File: src/rtl/ddr2_init_pkg.sv
// Shared constants and types for the DDR2 initialization sequencer.
// Assumes a fixed script: three PHY writes, twelve commands, three final loads.
package ddr2_init_pkg;
    localparam int PHY_STEPS  = 3;
    localparam int NUM_CMDS   = 12;
    localparam int LOAD_STEPS = 3;
    localparam int NUM_STEPS  = PHY_STEPS + NUM_CMDS + LOAD_STEPS;
    localparam int STEP_W     = $clog2(NUM_STEPS + 1);
    localparam int FIRST_CMD  = PHY_STEPS;
    localparam int FIRST_LOAD = PHY_STEPS + NUM_CMDS;

    typedef enum logic [1:0] {
        SQ_IDLE  = 2'd0,
        SQ_WAIT  = 2'd1,
        SQ_WRITE = 2'd2,
        SQ_DONE  = 2'd3
    } seq_state_e;
endpackage

File: src/rtl/ddr2_init_delay.sv
// Quiet-interval timer. A load pulse arms it. Exactly WAIT_CYCLES cycles
// later 'expired' is high for one cycle. Assumes WAIT_CYCLES >= 1.
module ddr2_init_delay #(
    parameter int WAIT_CYCLES = 10000
) (
    input  logic clk,
    input  logic rst_n,
    input  logic load,
    output logic expired
);
    localparam int CNT_W = $clog2(WAIT_CYCLES + 1);
    localparam logic [CNT_W-1:0] LAST = CNT_W'(WAIT_CYCLES - 1);

    logic             running;
    logic [CNT_W-1:0] remain;

    // Count the interval down from the load cycle and stop at zero.
    always_ff @(posedge clk) begin
        if (!rst_n) begin
            running <= 1'b0;
            remain  <= '0;
        end else if (load) begin
            running <= 1'b1;
            remain  <= LAST;
        end else if (running) begin
            if (remain == '0) running <= 1'b0;
            else              remain  <= remain - 1'b1;
        end
    end

    assign expired = running && (remain == '0);

    assert_single_expiry_R7: assert property (@(posedge clk) disable iff (!rst_n)
        (expired && !load) |=> !expired);
endmodule

File: src/rtl/ddr2_init_script.sv
// Combinational script table. Maps a step number to the register address,
// the data word and whether a quiet interval must come before the step.
// Assumes step numbers 0..NUM_STEPS-1. Out-of-range steps return zeros.
module ddr2_init_script
    import ddr2_init_pkg::*;
#(
    parameter int ADDR_W = 8,
    parameter int DATA_W = 32,
    parameter int CODE_W = 8,
    parameter int ARG_W  = 16,
    parameter int CODE_LSB = 16,
    parameter int ARG_LSB  = 0,
    parameter logic [ADDR_W-1:0] ADDR_PHY_CFG  = 8'h10,
    parameter logic [ADDR_W-1:0] ADDR_PHY_CTRL = 8'h14,
    parameter logic [ADDR_W-1:0] ADDR_CMD      = 8'h20,
    parameter logic [ADDR_W-1:0] ADDR_TIMING   = 8'h24,
    parameter logic [ADDR_W-1:0] ADDR_LATENCY  = 8'h28,
    parameter logic [ADDR_W-1:0] ADDR_CONFIG   = 8'h2C,
    parameter int PHY_EN_BIT    = 0,
    parameter int PHY_RST_BIT   = 0,
    parameter int CAL_RST_BIT   = 1,
    parameter int CAL_START_BIT = 2,
    parameter logic [CODE_W-1:0] CODE_DESEL = 8'h07,
    parameter logic [CODE_W-1:0] CODE_PRE   = 8'h02,
    parameter logic [CODE_W-1:0] CODE_EMR2  = 8'h0A,
    parameter logic [CODE_W-1:0] CODE_EMR3  = 8'h0B,
    parameter logic [CODE_W-1:0] CODE_EMR   = 8'h09,
    parameter logic [CODE_W-1:0] CODE_MR    = 8'h08,
    parameter logic [CODE_W-1:0] CODE_REF   = 8'h01,
    parameter logic [ARG_W-1:0]  ARG_PRE_ALL  = 16'h0400,
    parameter logic [ARG_W-1:0]  ARG_DLL_EN   = 16'h0040,
    parameter logic [ARG_W-1:0]  ARG_DLL_RST  = 16'h0100,
    parameter logic [ARG_W-1:0]  ARG_OCD_DFLT = 16'h0380,
    parameter logic [ARG_W-1:0]  ARG_OCD_EXIT = 16'h0000,
    parameter logic [2*ARG_W-1:0] MODE_WORD   = 32'h0002_0642,
    parameter logic [DATA_W-1:0] TIMING_VAL   = 32'h1234_5678,
    parameter logic [DATA_W-1:0] LATENCY_VAL  = 32'h0000_0003,
    parameter logic [DATA_W-1:0] CONFIG_VAL   = 32'h0000_00A5
) (
    input  logic [STEP_W-1:0] step,
    output logic [ADDR_W-1:0] addr,
    output logic [DATA_W-1:0] data,
    output logic              wait_before
);
    localparam logic [ARG_W-1:0] MODE_LO = MODE_WORD[ARG_W-1:0];
    localparam logic [ARG_W-1:0] MODE_HI = MODE_WORD[2*ARG_W-1:ARG_W];

    logic [CODE_W-1:0] code;
    logic [ARG_W-1:0]  arg;
    int                s;

    // Pick the command code and argument for a step in the command list.
    always_comb begin
        s    = int'(step);
        code = '0;
        arg  = '0;
        case (s - FIRST_CMD)
            0:  begin code = CODE_DESEL; arg = '0;                                   end
            1:  begin code = CODE_PRE;   arg = ARG_PRE_ALL;                          end
            2:  begin code = CODE_EMR2;  arg = '0;                                   end
            3:  begin code = CODE_EMR3;  arg = '0;                                   end
            4:  begin code = CODE_EMR;   arg = ARG_DLL_EN;                           end
            5:  begin code = CODE_MR;    arg = ARG_DLL_RST;                          end
            6:  begin code = CODE_PRE;   arg = ARG_PRE_ALL;                          end
            7:  begin code = CODE_REF;   arg = '0;                                   end
            8:  begin code = CODE_REF;   arg = '0;                                   end
            9:  begin code = CODE_MR;    arg = MODE_LO;                              end
            10: begin code = CODE_EMR;   arg = ARG_OCD_DFLT | ARG_DLL_EN;            end
            11: begin code = CODE_EMR;   arg = ARG_OCD_EXIT | ARG_DLL_EN | MODE_HI;  end
            default: begin code = '0; arg = '0; end
        endcase
    end

    // Build the address and data word for the selected step.
    always_comb begin
        addr        = '0;
        data        = '0;
        wait_before = 1'b0;
        if (s == 0) begin
            addr = ADDR_PHY_CFG;
            data[PHY_EN_BIT] = 1'b1;
            wait_before = 1'b1;
        end else if (s == 1) begin
            addr = ADDR_PHY_CTRL;
            data[PHY_RST_BIT] = 1'b1;
            data[CAL_RST_BIT] = 1'b1;
            wait_before = 1'b1;
        end else if (s == 2) begin
            addr = ADDR_PHY_CTRL;
            data[CAL_START_BIT] = 1'b1;
        end else if (s < FIRST_LOAD) begin
            addr = ADDR_CMD;
            data[CODE_LSB +: CODE_W] = code;
            data[ARG_LSB +: ARG_W]   = arg;
            wait_before = 1'b1;
        end else if (s == FIRST_LOAD) begin
            addr = ADDR_TIMING;
            data = TIMING_VAL;
            wait_before = 1'b1;
        end else if (s == FIRST_LOAD + 1) begin
            addr = ADDR_LATENCY;
            data = LATENCY_VAL;
        end else if (s == FIRST_LOAD + 2) begin
            addr = ADDR_CONFIG;
            data = CONFIG_VAL;
        end
    end
endmodule

File: src/rtl/ddr2_init_port.sv
// Register-write port. It captures a write on 'issue' and presents it until
// 'ready'. An issue in the cycle of an acceptance replaces the write back
// to back. Assumes the sequencer issues only when no write is pending, or
// in the same cycle the pending one is accepted.
module ddr2_init_port #(
    parameter int ADDR_W = 8,
    parameter int DATA_W = 32
) (
    input  logic              clk,
    input  logic              rst_n,
    input  logic              issue,
    input  logic [ADDR_W-1:0] nxt_addr,
    input  logic [DATA_W-1:0] nxt_data,
    input  logic              ready,
    output logic              wr_valid,
    output logic [ADDR_W-1:0] wr_addr,
    output logic [DATA_W-1:0] wr_data,
    output logic              accepted
);
    assign accepted = wr_valid && ready;

    // Hold the presented write until accepted; load a new one on issue.
    always_ff @(posedge clk) begin
        if (!rst_n) begin
            wr_valid <= 1'b0;
            wr_addr  <= '0;
            wr_data  <= '0;
        end else if (issue) begin
            wr_valid <= 1'b1;
            wr_addr  <= nxt_addr;
            wr_data  <= nxt_data;
        end else if (accepted) begin
            wr_valid <= 1'b0;
        end
    end

    assert_hold_until_ready_R9: assert property (@(posedge clk) disable iff (!rst_n)
        (wr_valid && !ready) |=> (wr_valid && $stable(wr_addr) && $stable(wr_data)));
    assert_no_issue_over_pending_R9: assert property (@(posedge clk) disable iff (!rst_n)
        (issue && wr_valid) |-> ready);
endmodule

File: src/rtl/ddr2_init_seq.sv
// DDR2 power-up initialization sequencer (top). A start pulse walks the
// script: PHY clock on, PHY reset and calibration, twelve mode commands,
// then timing/latency/config loads, with quiet intervals where the script
// asks. Assumes WAIT_CYCLES >= 1 and a receiver that eventually raises ready.
module ddr2_init_seq
    import ddr2_init_pkg::*;
#(
    parameter int WAIT_CYCLES = 10000,
    parameter int ADDR_W = 8,
    parameter int DATA_W = 32,
    parameter int CODE_W = 8,
    parameter int ARG_W  = 16,
    parameter int CODE_LSB = 16,
    parameter int ARG_LSB  = 0,
    parameter logic [ADDR_W-1:0] ADDR_PHY_CFG  = 8'h10,
    parameter logic [ADDR_W-1:0] ADDR_PHY_CTRL = 8'h14,
    parameter logic [ADDR_W-1:0] ADDR_CMD      = 8'h20,
    parameter logic [ADDR_W-1:0] ADDR_TIMING   = 8'h24,
    parameter logic [ADDR_W-1:0] ADDR_LATENCY  = 8'h28,
    parameter logic [ADDR_W-1:0] ADDR_CONFIG   = 8'h2C,
    parameter int PHY_EN_BIT    = 0,
    parameter int PHY_RST_BIT   = 0,
    parameter int CAL_RST_BIT   = 1,
    parameter int CAL_START_BIT = 2,
    parameter logic [CODE_W-1:0] CODE_DESEL = 8'h07,
    parameter logic [CODE_W-1:0] CODE_PRE   = 8'h02,
    parameter logic [CODE_W-1:0] CODE_EMR2  = 8'h0A,
    parameter logic [CODE_W-1:0] CODE_EMR3  = 8'h0B,
    parameter logic [CODE_W-1:0] CODE_EMR   = 8'h09,
    parameter logic [CODE_W-1:0] CODE_MR    = 8'h08,
    parameter logic [CODE_W-1:0] CODE_REF   = 8'h01,
    parameter logic [ARG_W-1:0]  ARG_PRE_ALL  = 16'h0400,
    parameter logic [ARG_W-1:0]  ARG_DLL_EN   = 16'h0040,
    parameter logic [ARG_W-1:0]  ARG_DLL_RST  = 16'h0100,
    parameter logic [ARG_W-1:0]  ARG_OCD_DFLT = 16'h0380,
    parameter logic [ARG_W-1:0]  ARG_OCD_EXIT = 16'h0000,
    parameter logic [2*ARG_W-1:0] MODE_WORD   = 32'h0002_0642,
    parameter logic [DATA_W-1:0] TIMING_VAL   = 32'h1234_5678,
    parameter logic [DATA_W-1:0] LATENCY_VAL  = 32'h0000_0003,
    parameter logic [DATA_W-1:0] CONFIG_VAL   = 32'h0000_00A5
) (
    input  logic              clk,
    input  logic              rst_n,
    input  logic              start,
    input  logic              wr_ready,
    output logic              wr_valid,
    output logic [ADDR_W-1:0] wr_addr,
    output logic [DATA_W-1:0] wr_data,
    output logic              busy,
    output logic              done
);
    localparam logic [STEP_W-1:0] LAST_STEP = STEP_W'(NUM_STEPS - 1);
    localparam int UPPER_LSB = CODE_LSB + CODE_W;

    seq_state_e        state, state_n;
    logic [STEP_W-1:0] idx, idx_n, sel;
    logic [ADDR_W-1:0] s_addr;
    logic [DATA_W-1:0] s_data;
    logic              s_wait;
    logic              issue, dly_load, expired, accepted;

    // The step looked up is the current one while waiting, the next while writing.
    assign sel = (state == SQ_WRITE) ? idx + STEP_W'(1) : idx;

    ddr2_init_script #(
        .ADDR_W(ADDR_W), .DATA_W(DATA_W), .CODE_W(CODE_W), .ARG_W(ARG_W),
        .CODE_LSB(CODE_LSB), .ARG_LSB(ARG_LSB),
        .ADDR_PHY_CFG(ADDR_PHY_CFG), .ADDR_PHY_CTRL(ADDR_PHY_CTRL),
        .ADDR_CMD(ADDR_CMD), .ADDR_TIMING(ADDR_TIMING),
        .ADDR_LATENCY(ADDR_LATENCY), .ADDR_CONFIG(ADDR_CONFIG),
        .PHY_EN_BIT(PHY_EN_BIT), .PHY_RST_BIT(PHY_RST_BIT),
        .CAL_RST_BIT(CAL_RST_BIT), .CAL_START_BIT(CAL_START_BIT),
        .CODE_DESEL(CODE_DESEL), .CODE_PRE(CODE_PRE), .CODE_EMR2(CODE_EMR2),
        .CODE_EMR3(CODE_EMR3), .CODE_EMR(CODE_EMR), .CODE_MR(CODE_MR),
        .CODE_REF(CODE_REF), .ARG_PRE_ALL(ARG_PRE_ALL), .ARG_DLL_EN(ARG_DLL_EN),
        .ARG_DLL_RST(ARG_DLL_RST), .ARG_OCD_DFLT(ARG_OCD_DFLT),
        .ARG_OCD_EXIT(ARG_OCD_EXIT), .MODE_WORD(MODE_WORD),
        .TIMING_VAL(TIMING_VAL), .LATENCY_VAL(LATENCY_VAL), .CONFIG_VAL(CONFIG_VAL)
    ) u_script (
        .step(sel), .addr(s_addr), .data(s_data), .wait_before(s_wait)
    );

    ddr2_init_delay #(.WAIT_CYCLES(WAIT_CYCLES)) u_delay (
        .clk(clk), .rst_n(rst_n), .load(dly_load), .expired(expired)
    );

    ddr2_init_port #(.ADDR_W(ADDR_W), .DATA_W(DATA_W)) u_port (
        .clk(clk), .rst_n(rst_n), .issue(issue), .nxt_addr(s_addr),
        .nxt_data(s_data), .ready(wr_ready), .wr_valid(wr_valid),
        .wr_addr(wr_addr), .wr_data(wr_data), .accepted(accepted)
    );

    // Decide the next state, step, timer load and write issue.
    always_comb begin
        state_n  = state;
        idx_n    = idx;
        issue    = 1'b0;
        dly_load = 1'b0;
        case (state)
            SQ_IDLE: if (start) begin
                idx_n    = '0;
                dly_load = 1'b1;
                state_n  = SQ_WAIT;
            end
            SQ_WAIT: if (expired) begin
                issue   = 1'b1;
                state_n = SQ_WRITE;
            end
            SQ_WRITE: if (accepted) begin
                if (idx == LAST_STEP) begin
                    state_n = SQ_DONE;
                end else begin
                    idx_n = idx + STEP_W'(1);
                    if (s_wait) begin
                        dly_load = 1'b1;
                        state_n  = SQ_WAIT;
                    end else begin
                        issue = 1'b1;
                    end
                end
            end
            default: state_n = state;
        endcase
    end

    // Register the sequencer state and step number.
    always_ff @(posedge clk) begin
        if (!rst_n) begin
            state <= SQ_IDLE;
            idx   <= '0;
        end else begin
            state <= state_n;
            idx   <= idx_n;
        end
    end

    assign busy = (state == SQ_WAIT) || (state == SQ_WRITE);
    assign done = (state == SQ_DONE);

    assert_quiet_while_waiting_R7: assert property (@(posedge clk) disable iff (!rst_n)
        (state == SQ_WAIT) |-> !wr_valid);
    assert_done_sticky_R10: assert property (@(posedge clk) disable iff (!rst_n)
        done |=> done);
    assert_busy_done_exclusive_R10: assert property (@(posedge clk) disable iff (!rst_n)
        !(busy && done));
    assert_first_write_phy_R2: assert property (@(posedge clk) disable iff (!rst_n)
        (wr_valid && idx == '0) |-> (wr_addr == ADDR_PHY_CFG));
    assert_cmd_upper_zero_R4: assert property (@(posedge clk) disable iff (!rst_n)
        (wr_valid && wr_addr == ADDR_CMD) |-> ((wr_data >> UPPER_LSB) == '0));
    assert_idle_silent_R1: assert property (@(posedge clk) disable iff (!rst_n)
        (state == SQ_IDLE) |-> !wr_valid);
endmodule

File: config.mk
export PLATFORM = sky130hd
export DESIGN_NAME = ddr2_init_seq
export DESIGN_NICKNAME = d
export VERILOG_FILES = /design/src/rtl/ddr2_init_pkg.sv /design/src/rtl/ddr2_init_delay.sv /design/src/rtl/ddr2_init_script.sv /design/src/rtl/ddr2_init_port.sv /design/src/rtl/ddr2_init_seq.sv
export SDC_FILE = /design/constraint.sdc
export NUM_CORES = 1
export LEC_CHECK = 0
export CAP_MARGIN = 5
export CELL_PAD_IN_SITES_DETAIL_PLACEMENT = 1
export CELL_PAD_IN_SITES_GLOBAL_PLACEMENT = 2
export CORE_MARGIN = 1.5
export CORE_UTILIZATION = 33
export CTS_CLUSTER_SIZE = 14
export DETAILED_ROUTE_END_ITERATION = 10
export HOLD_SLACK_MARGIN = 0.15
export PLACE_DENSITY_LB_ADDON = 0.1
export RECOVER_POWER = 50
export SYNTH_ARGS = -nofsm -noshare
export SYNTH_HDL_FRONTEND = slang
export SYNTH_SLANG_ARGS = --single-unit
File: constraint.sdc
create_clock -name clk -period 9.5 [get_ports clk]
set_input_delay 1.9 -clock clk [delete_from_list [all_inputs] [get_ports clk]]
set_output_delay 1.9 -clock clk [all_outputs]
set_load 0.02 [all_outputs]
==> flow_summary.json <==
{
  "synth-xor-area-share_pct": 5.82,
  "r2r_slack_ns": 5.50,
  "postLayoutSetupSlackWorst_ns": 5.50,
  "grt_max_degree": 29,
  "ys_seq_area_share_pct": 30.3,
  "holdPathEnd": "u_port.wr_data[2]",
  "firstDrtPassIters": 4,
  "tightest_slew_ns": 1.12,
  "synth_flop_cell": "dfxtp_1",
  "dp_slack_ns": 5.53,
  "synth_edf_count": 0,
  "crit_chain": "inv_1, ha_1, ha_1, inv_1, ha_1, nor4b_1, o32ai_1, a22oi_1, nand2_1, nor2_1",
  "io_pins": 47,
  "period_share_pct": 42.1,
  "switching_share_pct": 33.5,
  "overflow": 0,
  "die_area_mm2": 0.00876,
  "drt-initial-drc-count": 53,
  "post-route-min-period_ns": 4.00,
  "synthSimpleGateAreaFrac_pct": 22.2,
  "dp_cells": 445,
  "cts_inserted_buffers": 5,
  "placed_cell_area_mm2": 0.00296,
  "hold_violations": 0,
  "p_clk_share_pct": 30.1,
  "final_area_mm2": 0.00305,
  "antenna_cells": 0,
  "drive_gt1_share_pct": 4.86,
  "regToRegStartpoint": "state[0]",
  "die_h_um": 93.6,
  "seqPwrFrac_pct": 41.8,
  "synth_top_family_by_area": "simple AND/OR/NAND/NOR gates",
  "cp_common_cell": "ha_1",
  "regArea_um2": 821,
  "core_area_mm2": 0.00785,
  "grt_pass1_wl_um": 11800,
  "crit_path_max_incr_delay_ns": 0.73,
  "critPathKind": "flop to flop",
  "hpwlAfterDp_um": 5300,
  "critPathMaxFanout": 19,
  "layout_commonest_cell": "dfxtp_1",
  "worstSetupEndpointType": "flop",
  "ctsResizeCount": 0,
  "routedWlPerCell_um": 15.7,
  "netSwitchingPower_mw": 0.159,
  "multi_input_area_mm2": 0.00163,
  "drc": 0,
  "p_per_area_mw_per_mm2": 155,
  "ys_types": 60,
  "worstPathRequired_ns": 9.73,
  "routed_wl_um": 7080,
  "cp_num_buf_inv": 2,
  "track_usage_pct": 17.1,
  "cts_root_buf": "clkbuf_8",
  "post_cts_buffers": 0,
  "routed-via-count": 2342,
  "avgViaCountPerCell": 5.18,
  "place_congestion": 0.810,
  "hold_start": "u_port.wr_data[2]",
  "hold_class": "flop to flop",
  "nets": 373,
  "ir_drop_v": 0.0000709,
  "synth_area_leaders": "dfxtp_1, ha_1, buf_4",
  "setup_tns_ns": 0,
  "finalMaxSlewViolations": 0,
  "grt_pass1_vias": 2376,
  "cts_tree": "done",
  "muxShareOfSynthArea_pct": 1.11,
  "cts_buffer_depth": 2,
  "maxSlewHeadroom_pct": 24.6,
  "yosysTopAreaCell": "dfxtp_1",
  "fill_cells": 962,
  "worstSetupStartpointType": "flop",
  "p_leak_nw": 1.22,
  "max_clock_freq_mhz": 250,
  "syn_inst": 334,
  "synthAdderAreaFrac_pct": 8.78,
  "cts_hold_buf": 0,
  "crit_arrival_ns": 4.23,
  "status": "complete, no violations",
  "rsz0062_at_grt": "no",
  "finalClockSkew_ns": 0.0106,
  "timing.rr.end": "u_delay.remain[12]",
  "power.share.combinational_pct": 28.1,
  "grt_antenna_before_repair": 0,
  "layout_common_cells": "dfxtp_1, nand2_1, a21oi_1",
  "port-buffer-count": 31,
  "post-synth-top-area-fraction_pct": 30.3,
  "clk_latency_ns": 0.30,
  "p_int_mw": 0.314,
  "area_growth_pct": 12.7,
  "setup-violations-final": 0,
  "start_util_pct": 34.5,
  "min_path_cells": 2,
  "row_count": 32,
  "finalNonFillerCells": 452,
  "htreeDepth": 2,
  "r2r_cells": 10,
  "yosys_warnings": 0,
  "die_w_um": 93.6,
  "maxCapViolCount": 0,
  "synthesis.area_mm2": 0.00271,
  "slowest_stage": "a22oi_1",
  "final_core_util_pct": 38.9,
  "crit_family": "adder cells",
  "ys_seq_elements": 41,
  "clkSlewWorstSetupHoldPaths_ns": 0.08,
  "ys_async_sr_fraction_pct": 0,
  "syn_avg_cell_area_um2": 8.11,
  "ant_nets": 0,
  "synth_compound_area_share_pct": 20.8,
  "cts.sinks": 41
}
-- cells in the mapped netlist (3+ instances only) --
master,instances
a211o_1,4
a21oi_1,32
a31oi_1,3
a32o_1,4
and2_1,3
buf_2,4
buf_4,22
clkbuf_1,7
dfxtp_1,41
ha_1,19
inv_1,14
mux2i_1,3
nand2_1,38
nand2b_1,6
nand3_1,5
nand4_1,4
nor2_1,27
nor2b_1,3
nor3_1,12
nor4b_1,3
o2111ai_1,3
o21ai_0,10
o31ai_1,3
or2_2,3
or3_1,3
xnor2_1,11
xor2_1,7
-- power by group through the flow --
| stage | Clock (mW) | Combinational, mW | Sequential, mW |
|---|---|---|---|
| CTS | 0.147 | 0.136 | 0.198 |
| detailed placement | 0 | 0.135 | 0.202 |
| global route | 0.152 | 0.151 | 0.200 |
| global placement | 0 | 0.134 | 0.201 |
| floorplan | 0 | 0.110 | 0.198 |
| finish | 0.142 | 0.133 | 0.197 |
-- state kept, by name (all words and copies together) (netlist names) --
signal,cells
idx,5
state,2
u_delay.remain,14
u_delay.running,1
u_port.wr_addr,4
u_port.wr_data,14
u_port.wr_valid,1
-- cells by family (layout without fill, tap and decap cells) --
logic type,Yosys count,after routing
other,1,15
XOR/XNOR,18,18
flip-flops,41,41
buffers and inverters,51,53
adder cells (fa/ha/maj),19,19
AND/OR/NAND/NOR,120,120
multiplexers,3,3
AO/OA/AOI/OAI,81,81
-- tightest hold or removal path, stage by stage (launching register included) --
cell and delay [ns]:
dfxtp_1 0.31, nand2_1 0.05, a21oi_1 0.05
-- routing by layer --
layer  vias to the layer above  routed length [um]  global-route usage [%]
met5                         -                   0                       0
met4                         0                  99                    4.73
met3                         8                 192                    2.93
met2                        40                3460                    30.8
met1                      1132                3320                    20.7
li1                       1162                   -                       -
-- worst max-delay path by stage --
stage | to | slack [ns] | start | depth (start not counted)
final | u_delay.remain[12] | 5.50 | state[0] | 10
after detailed placement | idx[4] | 5.53 | wr_ready | 7
after floorplan | idx[4] | 6.33 | wr_ready | 6
after global placement | idx[4] | 5.58 | wr_ready | 7
after global routing | u_delay.remain[12] | 5.03 | state[0] | 10
after CTS | u_port.wr_data[18] | 5.63 | state[0] | 10
-- final cells by class --
class / instances / share of cell area, %
tap: 102 / 4.18
inverter: 15 / 1.84
sequential: 41 / 26.9
multi-input combinational: 256 / 53.5
timing repair buffer: 31 / 10.2
clock buffer: 5 / 2.25
clock inverter: 2 / 1.15
-- through the flow --
step | hold WS, ns | power (mW)
after floorplan | 0.480 | 0.309
after global placement | 0.443 | 0.335
after detailed placement | 0.451 | 0.337
after CTS | 0.462 | 0.480
after global routing | 0.478 | 0.504
final | 0.456 | 0.473
Power figures use the tool's default switching activity.
